[src/rtl/pcm_fmt_pkg.sv]
package pcm_fmt_pkg;

    localparam int BYTE_W   = 8;
    localparam int SAMPLE_W = 16;
    localparam int RATE_W   = 16;
    localparam int SHIFT_W  = 2;

    typedef enum logic [2:0] {
        ENC_U8    = 3'd0,
        ENC_ULAW  = 3'd1,
        ENC_S16LE = 3'd2,
        ENC_ALAW  = 3'd3,
        ENC_RSV4  = 3'd4,
        ENC_ADPCM = 3'd5,
        ENC_S16BE = 3'd6,
        ENC_RSV7  = 3'd7
    } enc_e;

    typedef struct packed {
        logic [RATE_W-1:0]  rate_hz;
        logic               stereo;
        logic [SHIFT_W-1:0] shift;
        enc_e               enc;
        logic               err;
    } fmt_cfg_t;

    // Rate in Hz for a crystal select and a table index; 0 marks an empty slot.
    function automatic logic [RATE_W-1:0] rate_lookup(input logic xtal, input logic [2:0] idx);
        logic [RATE_W-1:0] r;
        if (!xtal) begin
            case (idx)
                3'd0: r = 16'd8000;
                3'd1: r = 16'd16000;
                3'd2: r = 16'd27420;
                3'd3: r = 16'd32000;
                3'd6: r = 16'd48000;
                3'd7: r = 16'd9000;
                default: r = '0;
            endcase
        end else begin
            case (idx)
                3'd0: r = 16'd5510;
                3'd1: r = 16'd11025;
                3'd2: r = 16'd18900;
                3'd3: r = 16'd22050;
                3'd4: r = 16'd37800;
                3'd5: r = 16'd44100;
                3'd6: r = 16'd33075;
                default: r = 16'd6620;
            endcase
        end
        return r;
    endfunction

    function automatic logic is_wide_enc(input enc_e e);
        return (e == ENC_S16LE) || (e == ENC_S16BE);
    endfunction

    function automatic logic is_bad_enc(input enc_e e);
        return (e == ENC_RSV4) || (e == ENC_ADPCM) || (e == ENC_RSV7);
    endfunction

    // G.711 mu-law: invert, rebuild the biased magnitude, remove the bias.
    function automatic logic [SAMPLE_W-1:0] ulaw_expand(input logic [BYTE_W-1:0] b);
        logic [BYTE_W-1:0]   u;
        logic [SAMPLE_W-1:0] mag;
        u   = ~b;
        mag = (({9'd0, u[3:0], 3'b000} + 16'd132) << u[6:4]) - 16'd132;
        return u[7] ? (16'd0 - mag) : mag;
    endfunction

    // G.711 A-law: undo even-bit toggling, then segment-scaled mantissa.
    function automatic logic [SAMPLE_W-1:0] alaw_expand(input logic [BYTE_W-1:0] b);
        logic [BYTE_W-1:0]   a;
        logic [SAMPLE_W-1:0] t;
        a = b ^ 8'h55;
        t = {8'd0, a[3:0], 4'b0000};
        if (a[6:4] == 3'd0)
            t = t + 16'd8;
        else
            t = (t + 16'h0108) << (a[6:4] - 3'd1);
        return a[7] ? t : (16'd0 - t);
    endfunction

endpackage

[src/rtl/fmt_cfg_reg.sv]
module fmt_cfg_reg
    import pcm_fmt_pkg::*;
(
    input  logic              clk,
    input  logic              rst,
    input  logic              load,
    input  logic [BYTE_W-1:0] fmt_in,
    input  logic              wide_in,
    output fmt_cfg_t          cfg
);
    logic [BYTE_W-1:0] fmt_q;
    logic              wide_q;

    always_ff @(posedge clk) begin
        if (rst) begin
            fmt_q  <= '0;
            wide_q <= 1'b0;
        end else if (load) begin
            fmt_q  <= fmt_in;
            wide_q <= wide_in;
        end
    end

    always_comb begin
        enc_e              code;
        logic [RATE_W-1:0] r;
        code = enc_e'({wide_q & fmt_q[7], fmt_q[6:5]});
        r    = rate_lookup(fmt_q[0], fmt_q[3:1]);
        cfg.rate_hz = r;
        cfg.stereo  = fmt_q[4];
        cfg.enc     = code;
        cfg.shift   = is_wide_enc(code) ? (fmt_q[4] ? 2'd2 : 2'd1) : {1'b0, fmt_q[4]};
        cfg.err     = is_bad_enc(code) || (r == '0);
    end
endmodule

[src/rtl/code_expand.sv]
module code_expand
    import pcm_fmt_pkg::*;
(
    input  enc_e                enc,
    input  logic [BYTE_W-1:0]   byte_in,
    output logic [SAMPLE_W-1:0] narrow_sample
);
    always_comb begin
        case (enc)
            ENC_ULAW: narrow_sample = ulaw_expand(byte_in);
            ENC_ALAW: narrow_sample = alaw_expand(byte_in);
            default:  narrow_sample = {byte_in ^ 8'h80, 8'h00};
        endcase
    end
endmodule

[src/rtl/sample_pack.sv]
module sample_pack
    import pcm_fmt_pkg::*;
(
    input  logic                clk,
    input  logic                rst,
    input  logic                load,
    input  enc_e                enc,
    input  logic                err,
    input  logic                in_valid,
    input  logic [BYTE_W-1:0]   in_data,
    input  logic [SAMPLE_W-1:0] narrow_sample,
    output logic                in_ready,
    output logic                out_valid,
    output logic [SAMPLE_W-1:0] out_sample,
    input  logic                out_ready
);
    logic              phase_q;
    logic [BYTE_W-1:0] hold_q;
    logic              accept;

    assign in_ready = !load && !err && (!out_valid || out_ready);
    assign accept   = in_valid && in_ready;

    always_ff @(posedge clk) begin
        if (rst || load) begin
            phase_q    <= 1'b0;
            out_valid  <= 1'b0;
            hold_q     <= '0;
            out_sample <= '0;
        end else begin
            if (out_valid && out_ready)
                out_valid <= 1'b0;
            if (accept) begin
                if (is_wide_enc(enc)) begin
                    if (!phase_q) begin
                        hold_q  <= in_data;
                        phase_q <= 1'b1;
                    end else begin
                        out_sample <= (enc == ENC_S16BE) ? {hold_q, in_data} : {in_data, hold_q};
                        out_valid  <= 1'b1;
                        phase_q    <= 1'b0;
                    end
                end else begin
                    out_sample <= narrow_sample;
                    out_valid  <= 1'b1;
                end
            end
        end
    end
endmodule

[src/rtl/pcm_fmt_decode.sv]
module pcm_fmt_decode
    import pcm_fmt_pkg::*;
(
    input  logic                clk,
    input  logic                rst,
    input  logic                fmt_load,
    input  logic [BYTE_W-1:0]   fmt_byte,
    input  logic                wide_codes,
    input  logic                in_valid,
    input  logic [BYTE_W-1:0]   in_data,
    output logic                in_ready,
    output logic                out_valid,
    output logic [SAMPLE_W-1:0] out_sample,
    input  logic                out_ready,
    output logic [RATE_W-1:0]   rate_hz,
    output logic                stereo,
    output logic [SHIFT_W-1:0]  shift,
    output logic                fmt_err
);
    fmt_cfg_t            cfg;
    logic [SAMPLE_W-1:0] narrow;

    fmt_cfg_reg u_cfg (
        .clk(clk), .rst(rst), .load(fmt_load),
        .fmt_in(fmt_byte), .wide_in(wide_codes), .cfg(cfg)
    );

    code_expand u_exp (
        .enc(cfg.enc), .byte_in(in_data), .narrow_sample(narrow)
    );

    sample_pack u_pack (
        .clk(clk), .rst(rst), .load(fmt_load), .enc(cfg.enc), .err(cfg.err),
        .in_valid(in_valid), .in_data(in_data), .narrow_sample(narrow),
        .in_ready(in_ready), .out_valid(out_valid), .out_sample(out_sample),
        .out_ready(out_ready)
    );

    assign rate_hz = cfg.rate_hz;
    assign stereo  = cfg.stereo;
    assign shift   = cfg.shift;
    assign fmt_err = cfg.err;
endmodule

[config.mk]
export PLATFORM = sky130hd
export DESIGN_NAME = pcm_fmt_decode
export DESIGN_NICKNAME = d
export VERILOG_FILES = /design/src/rtl/pcm_fmt_pkg.sv /design/src/rtl/fmt_cfg_reg.sv /design/src/rtl/code_expand.sv /design/src/rtl/sample_pack.sv /design/src/rtl/pcm_fmt_decode.sv
export SDC_FILE = /design/constraint.sdc
export NUM_CORES = 1
export LEC_CHECK = 0
export CAP_MARGIN = 40
export CORE_AREA = 2 2 97 99
export CTS_BUF_LIST = sky130_fd_sc_hd__clkbuf_4 sky130_fd_sc_hd__clkbuf_8
export CTS_CLUSTER_DIAMETER = 200
export CTS_CLUSTER_SIZE = 16
export DETAILED_ROUTE_END_ITERATION = 16
export DIE_AREA = 0 0 99 101
export PLACE_DENSITY = 0.71
export SLEW_MARGIN = 20
export SYNTH_ARGS = -nofsm -noshare
export SYNTH_HDL_FRONTEND = slang
export SYNTH_SLANG_ARGS = --single-unit
[constraint.sdc]
create_clock -name clk -period 4.85 [get_ports clk]
set_clock_uncertainty 0.2 [all_clocks]
set_input_delay 0.97 -clock clk [delete_from_list [all_inputs] [get_ports clk]]
set_output_delay 0.97 -clock clk [all_outputs]
set_load 0.01 [all_outputs]
-- Word level (Yosys, flattened, before mapping)
Cells that the tools add are included.
- shift-type cells: 2
- reductions and logical operators: 19
- bitwise gates (word level): 5
- mux-type cells: 18
- equality and inequality tests: 15
- $add $sub $neg: 7
- operator list (kind ; number):
    2-to-1 mux 16 bit ; 8
    case mux 16 bit (7 select lines) ; 1
    case mux 16 bit (6 select lines) ; 1
    case mux 16 bit (2 select lines) ; 1
    << shifter 16 x 3 -> 16 bit ; 2
    subtractor 1 x 16 -> 16 bit (first input constant) ; 2
    == test 3 bit (second input constant) ; 8
    zero test 16 bit ; 1
    subtractor 16 x 8 -> 16 bit (second input constant) ; 1
    == test 3 x 2 -> 1 bit (second input constant) ; 4
    adder 8 x 9 -> 10 bit (second input constant) ; 1
    adder 7 x 8 -> 9 bit (second input constant) ; 1
    adder 8 x 4 -> 9 bit (second input constant) ; 1
    NOT 8 bit ; 1
    == test 3 x 1 -> 1 bit (second input constant) ; 2
    zero test 3 bit ; 2
    logical OR 1 bit ; 6
    2-to-1 mux 1 bit ; 5
    logical AND 1 bit ; 4
    2-to-1 mux 2 bit ; 2
    NOT 4 bit ; 1
    AND reduction 2 bit ; 2
    zero test 1 bit ; 3
    AND reduction 3 bit ; 1
    4 further kinds ; 5
- register bits: 35
- output and inout bits: 38
- input bits: 22
- word-level logic and storage cells: 72

-- Longest topological paths before layout
- depth after elaboration: 10
- depth in mapped cells: 14
- depth with buffers taken out: 12

-- Cells and area by module
Synthesis repeated with hierarchy kept, for this count alone.
- cells, all modules: 578
- area total of the unflattened synthesis: 4330.4 um2
- by module, submodules not included (module ; times used ; area each (um2) ; sequential area each (um2) ; cells an instance):
    code_expand ; 1 ; 2034.5 ; 0.0 ; 300
    sample_pack ; 1 ; 1536.5 ; 520.5 ; 182
    fmt_cfg_reg ; 1 ; 759.5 ; 180.2 ; 96

-- Least setup slack after synthesis
No wires, ideal clock.
- path type: input-to-reg
- from: in in_data[6]
- to: reg u_pack.out_sample[14]
- path slack: 793 ps
- buffers on the path: 4
- data required time: 4522 ps
- setup time: 128 ps
- stages on the path: 14
- data arrival time: 3729 ps
- path through: buf_2 buf_2 clkbuf_1 clkbuf_1 nand3_1 ha_1 inv_1 a221o_1 nor3_4 nor2_2 nor2_1 or4_4 o311ai_1 o22ai_1
- longest elaborated chain between the ends: 9
- elaborated cells between the ends (all ways): 17
- classes of those cells: add/sub: 4; shift: 2; mux: 8; bitwise: 2; reduce/logical: 1
- ends and longest elaborated chain (item ; RTL line ; text):
    start: declaration ; pcm_fmt_decode.sv:10 ; input logic [BYTE_W-1:0] in_data,
    parallel branches: the longest is 8 deep, another holds subtractor 16 x 8 -> 16 bit ; - ;
    2-to-1 mux 16 bit * ; sample_pack.sv:34 ; if (is_wide_enc(enc)) begin
    end signal: assignment ; sample_pack.sv:39 ; out_sample <= (enc == ENC_S16BE) ? {hold_q, in_data} : {in_data, hold_q};
    end signal: assignment ; sample_pack.sv:44 ; out_sample <= narrow_sample;
    end: declaration ; sample_pack.sv:14 ; output logic [SAMPLE_W-1:0] out_sample,
Mark *: on every way between the ends. The select of a mux whose other input is x is not followed.
A chain may end at the register's enable or synchronous reset.

-- Worst setup path after layout
- from: in in_data[5]
- to: reg u_pack.out_sample[11]
- longest elaborated chain between the ends: 8
- elaborated cells between the ends (all ways): 14
- classes of those cells: add/sub: 4; shift: 2; mux: 6; bitwise: 1; reduce/logical: 1
- ends and longest elaborated chain (item ; RTL line ; text):
    parallel branches: the longest is 6 deep, another holds subtractor 16 x 8 -> 16 bit ; - ;
    case mux 16 bit (2 select lines) * ; code_expand.sv:9 ; case (enc)
    2-to-1 mux 16 bit * ; sample_pack.sv:34 ;
Marked as above.

==> reports/qor.csv <==
stage,metric,value,unit
status,status,completed,
cells_and_area,n_antenna_cell,0,
floorplanning,row_count,35,
cells_and_area,nNetsFinal,679,
synthesis,synth_area_leader_cell,dfxtp_1,
sta,slew_headroom,0.431,
synthesis,ys_warn_count,0,
clock_tree,cts_tree,done,
clock_tree,cts_hold_buf,0,
global_route,grt_max_degree,30,
synthesis,yosysSeqAreaShare,0.159,
floorplanning,initial_core_util,0.490,
clock_tree,clkSinkCount,35,
synthesis,synth-seq-cells,35,
worst_setup_path,worstPathMaxFanout,14,
synthesis,synth_most_common_cell,nor2_1,
clock_tree,ctsResizeCount,0,
cells_and_area,final_core_utilization,0.564,
min_path,min_to,u_pack.out_sample[1],
detailed_routing,wl_per_cell,19.1,microns
worst_setup_path,r2r-end,u_pack.out_sample[13],
power,clkPwrFrac,0.264,
clock_tree,numCtsBuffers,5,
clock_tree,root_buffer,clkbuf_8,
placed_design,dp_cells,743,
worst_setup_path,arrival,4450,ps
job,drv_cap,0,
placed_design,hpwl,10500,microns
placed_design,gp_congestion,1.04,
power,p_int,643,uW
clock_tree,postCtsSetupBuffers,0,
global_route,grt_pass1_wl,22800,microns
detailed_routing,wl,14400,microns
detailed_routing,drc,0,
detailed_routing,ant_nets,0,
sta,worstMarginPinSlew,851,ps
floorplanning,coreArea,8980,sq um
clock_tree,clk_latency,300,ps
floorplanning,io_pins,60,
detailed_routing,drt-initial-drc-count,400,
synthesis,synth_top_area_share,0.159,
placed_design,portBuffers,59,
clock_tree,clkSlewWorstSetupHoldPaths,80,ps
power,p_leak,1.85,nW
worst_setup_path,crit_type,in2reg,
synthesis,ys_top_cells_by_area,"dfxtp_1 (16%), mux2i_1 (7.1%), nor2_1 (5.8%), nand2_1 (5.5%), a21oi_1 (4.9%)",
power,worst_ir_drop_vdd,0.107,mV
clock_tree,cts_buffer_depth,2,
global_route,grt.overflow.total,0,
sta,post-route-min-period,4430,ps
synthesis,synth_top_cells_by_count,"nor2_1 (68), nand2_1 (64), a21oi_1 (43)",
worst_setup_path,reg2regPathDepth,11,
worst_setup_path,end_kind,flop,
synthesis,syn_inst,619,
power,p_sw_frac,0.386,
min_path,hold_path_depth,2,
detailed_routing,drtPass1Iterations,6,
sta,finalSetupViolations,0,
power,p_per_area,206,nW/um^2
worst_setup_path,r2r_slack,1290,ps
worst_setup_path,cp-start-kind,input port,
sta,hold_viol,0,
cells_and_area,area_growth,15.2,%
sta,hold_ws,300,ps
min_path,hold_path.class,reg2reg,
global_route,antenna_found_initial,0,
synthesis,synth-main-ff-cell,dfxtp_1,
min_path,min_from,u_pack.out_sample[1],
cells_and_area,fillers,843,
worst_setup_path,required,4870,ps
synthesis,synth_async_sr_flop_share,0,
sta,rsz0062_at_grt,no,
power,sequentialPowerShare,0.298,
synthesis,syn-cell-area,4400,sq um
power,comb_power_share,0.438,
floorplanning,die_x,99,microns
sta,fmax,0.226,GHz
sta,fin_tns_setup,0,ps
synthesis,syn_area_per_cell,7.11,sq um
floorplanning,die_area,10000,sq um
global_route,grtUsageTotal,0.280,
clock_tree,htree_levels,2,
floorplanning,fp.dieH,101,microns
sta,slew_viol_final,0,
synthesis,synth.distinct_cells,87,
cells_and_area,layout.cells.non_filler,753,
synthesis,synth_fp_nets,657,
synthesis,synth_edf_count,0,
detailed_routing,via_count,4807,
power,switching_power,403,uW
cells_and_area,drive_gt1_frac,0.0966,
global_route,grt_pass1_vias,4328,
detailed_routing,vias_per_cell,6.38,
sta,period_share,0.914,
worst_setup_path,r2r-start,u_cfg.fmt_q[2],
## cell families after synthesis
logic type | count (synthesis) | share of synthesized area
AND/OR/NAND/NOR | 244 | 0.281
flip-flops | 35 | 0.159
adder cells (fa/ha/maj) | 16 | 0.0455
multiplexers | 39 | 0.0944
buffers and inverters | 85 | 0.0950
XOR/XNOR | 14 | 0.0279
AO/OA/AOI/OAI | 186 | 0.297
## worst max path at each step
| stage | depth (start not counted) | slack [ps] | endpoint | startpoint |
|---|---|---|---|---|
| floorplan | 14 | 790 | u_pack.out_sample[14] | in_data[6] |
| global placement | 14 | 270 | u_pack.out_sample[11] | in_data[5] |
| detailed placement | 14 | 180 | u_pack.out_sample[11] | in_data[5] |
| CTS | 14 | 480 | u_pack.out_sample[11] | in_data[5] |
| global route | 14 | 210 | u_pack.out_sample[11] | in_data[5] |
| finish | 14 | 420 | u_pack.out_sample[11] | in_data[5] |
## flip-flops by register name (all words and copies together), names as in the netlist
| signal | cells |
|---|---|
| u_pack.out_valid | 1 |
| u_pack.phase_q | 1 |
| u_pack.hold_q | 8 |
| u_pack.out_sample | 16 |
| u_cfg.wide_q | 1 |
| u_cfg.fmt_q | 8 |
## per-layer routing
layer | global-route usage | up-vias | share of wire
li1 | - | 2296 | -
met1 | 0.368 | 2243 | 0.42
met2 | 0.476 | 227 | 0.47
met3 | 0.0506 | 41 | 0.083
met4 | 0.0664 | 0 | 0.026
met5 | 0 | - | 0
## placed cells by master, fill, tap and decap left out, types with 4 or more instances in the layout
cell type,Yosys,final
a21oi_1,43,43
nor3_1,17,17
o211ai_1,12,12
dfxtp_1,35,35
inv_1,16,16
nand2_1,64,64
nor2_1,68,68
o22ai_1,9,9
xnor2_1,11,11
nor2b_1,16,16
or2_2,4,4
a221oi_1,6,6
mux2i_1,31,31
a211oi_1,5,5
a21o_1,4,4
nand3_1,14,14
clkbuf_8,0,5
and2_1,9,9
ha_1,16,16
clkdlybuf4s50_1,0,59
a31oi_1,13,13
and3_1,5,5
mux2_2,6,6
buf_4,21,21
nand4_1,4,4
a211o_1,4,4
o221ai_1,8,8
o21ai_0,36,36
nor3b_1,6,6
nand2b_1,9,9
## layout make-up
cell class                 count  area, sq um  share of cell area
inverter                      19         71.3              0.0141
multi-input combinational    499         3280               0.647
timing repair buffer          81          763               0.151
clock inverter                 3         43.8             0.00864
sequential                    35          701               0.138
clock buffer                   5         68.8              0.0136
tap                          111          139              0.0274
## power groups by stage
| stage | Combinational (mW) | Sequential [mW] | Clock, mW |
|---|---|---|---|
| floorplan | 0.328 | 0.311 | 0 |
| global placement | 0.446 | 0.317 | 0 |
| detailed placement | 0.447 | 0.317 | 0 |
| CTS | 0.450 | 0.311 | 0.277 |
| global route | 0.495 | 0.313 | 0.289 |
| finish | 0.458 | 0.311 | 0.276 |
## through the flow
stage | setup WS (ps) | instance area (sq um) | power, mW
after global placement | 269 | 4930 | 0.763
after floorplan | 793 | 4400 | 0.640
after global routing | 206 | 5070 | 1.10
after CTS | 481 | 5040 | 1.04
after detailed placement | 181 | 4930 | 0.765
final | 416 | 5070 | 1.05
## worst max-delay path: stages
cell	delay (ps)
clkdlybuf4s50_1	490
clkinv_1	90
buf_4	180
ha_1	330
nor3b_1	680
nor2_1	160
o221a_2	330
ha_1	230
o221a_2	140
and2_1	200
a211o_1	290
a21oi_1	130
o21ai_0	90
a21oi_1	140
Power figures use the tool's default switching activity.
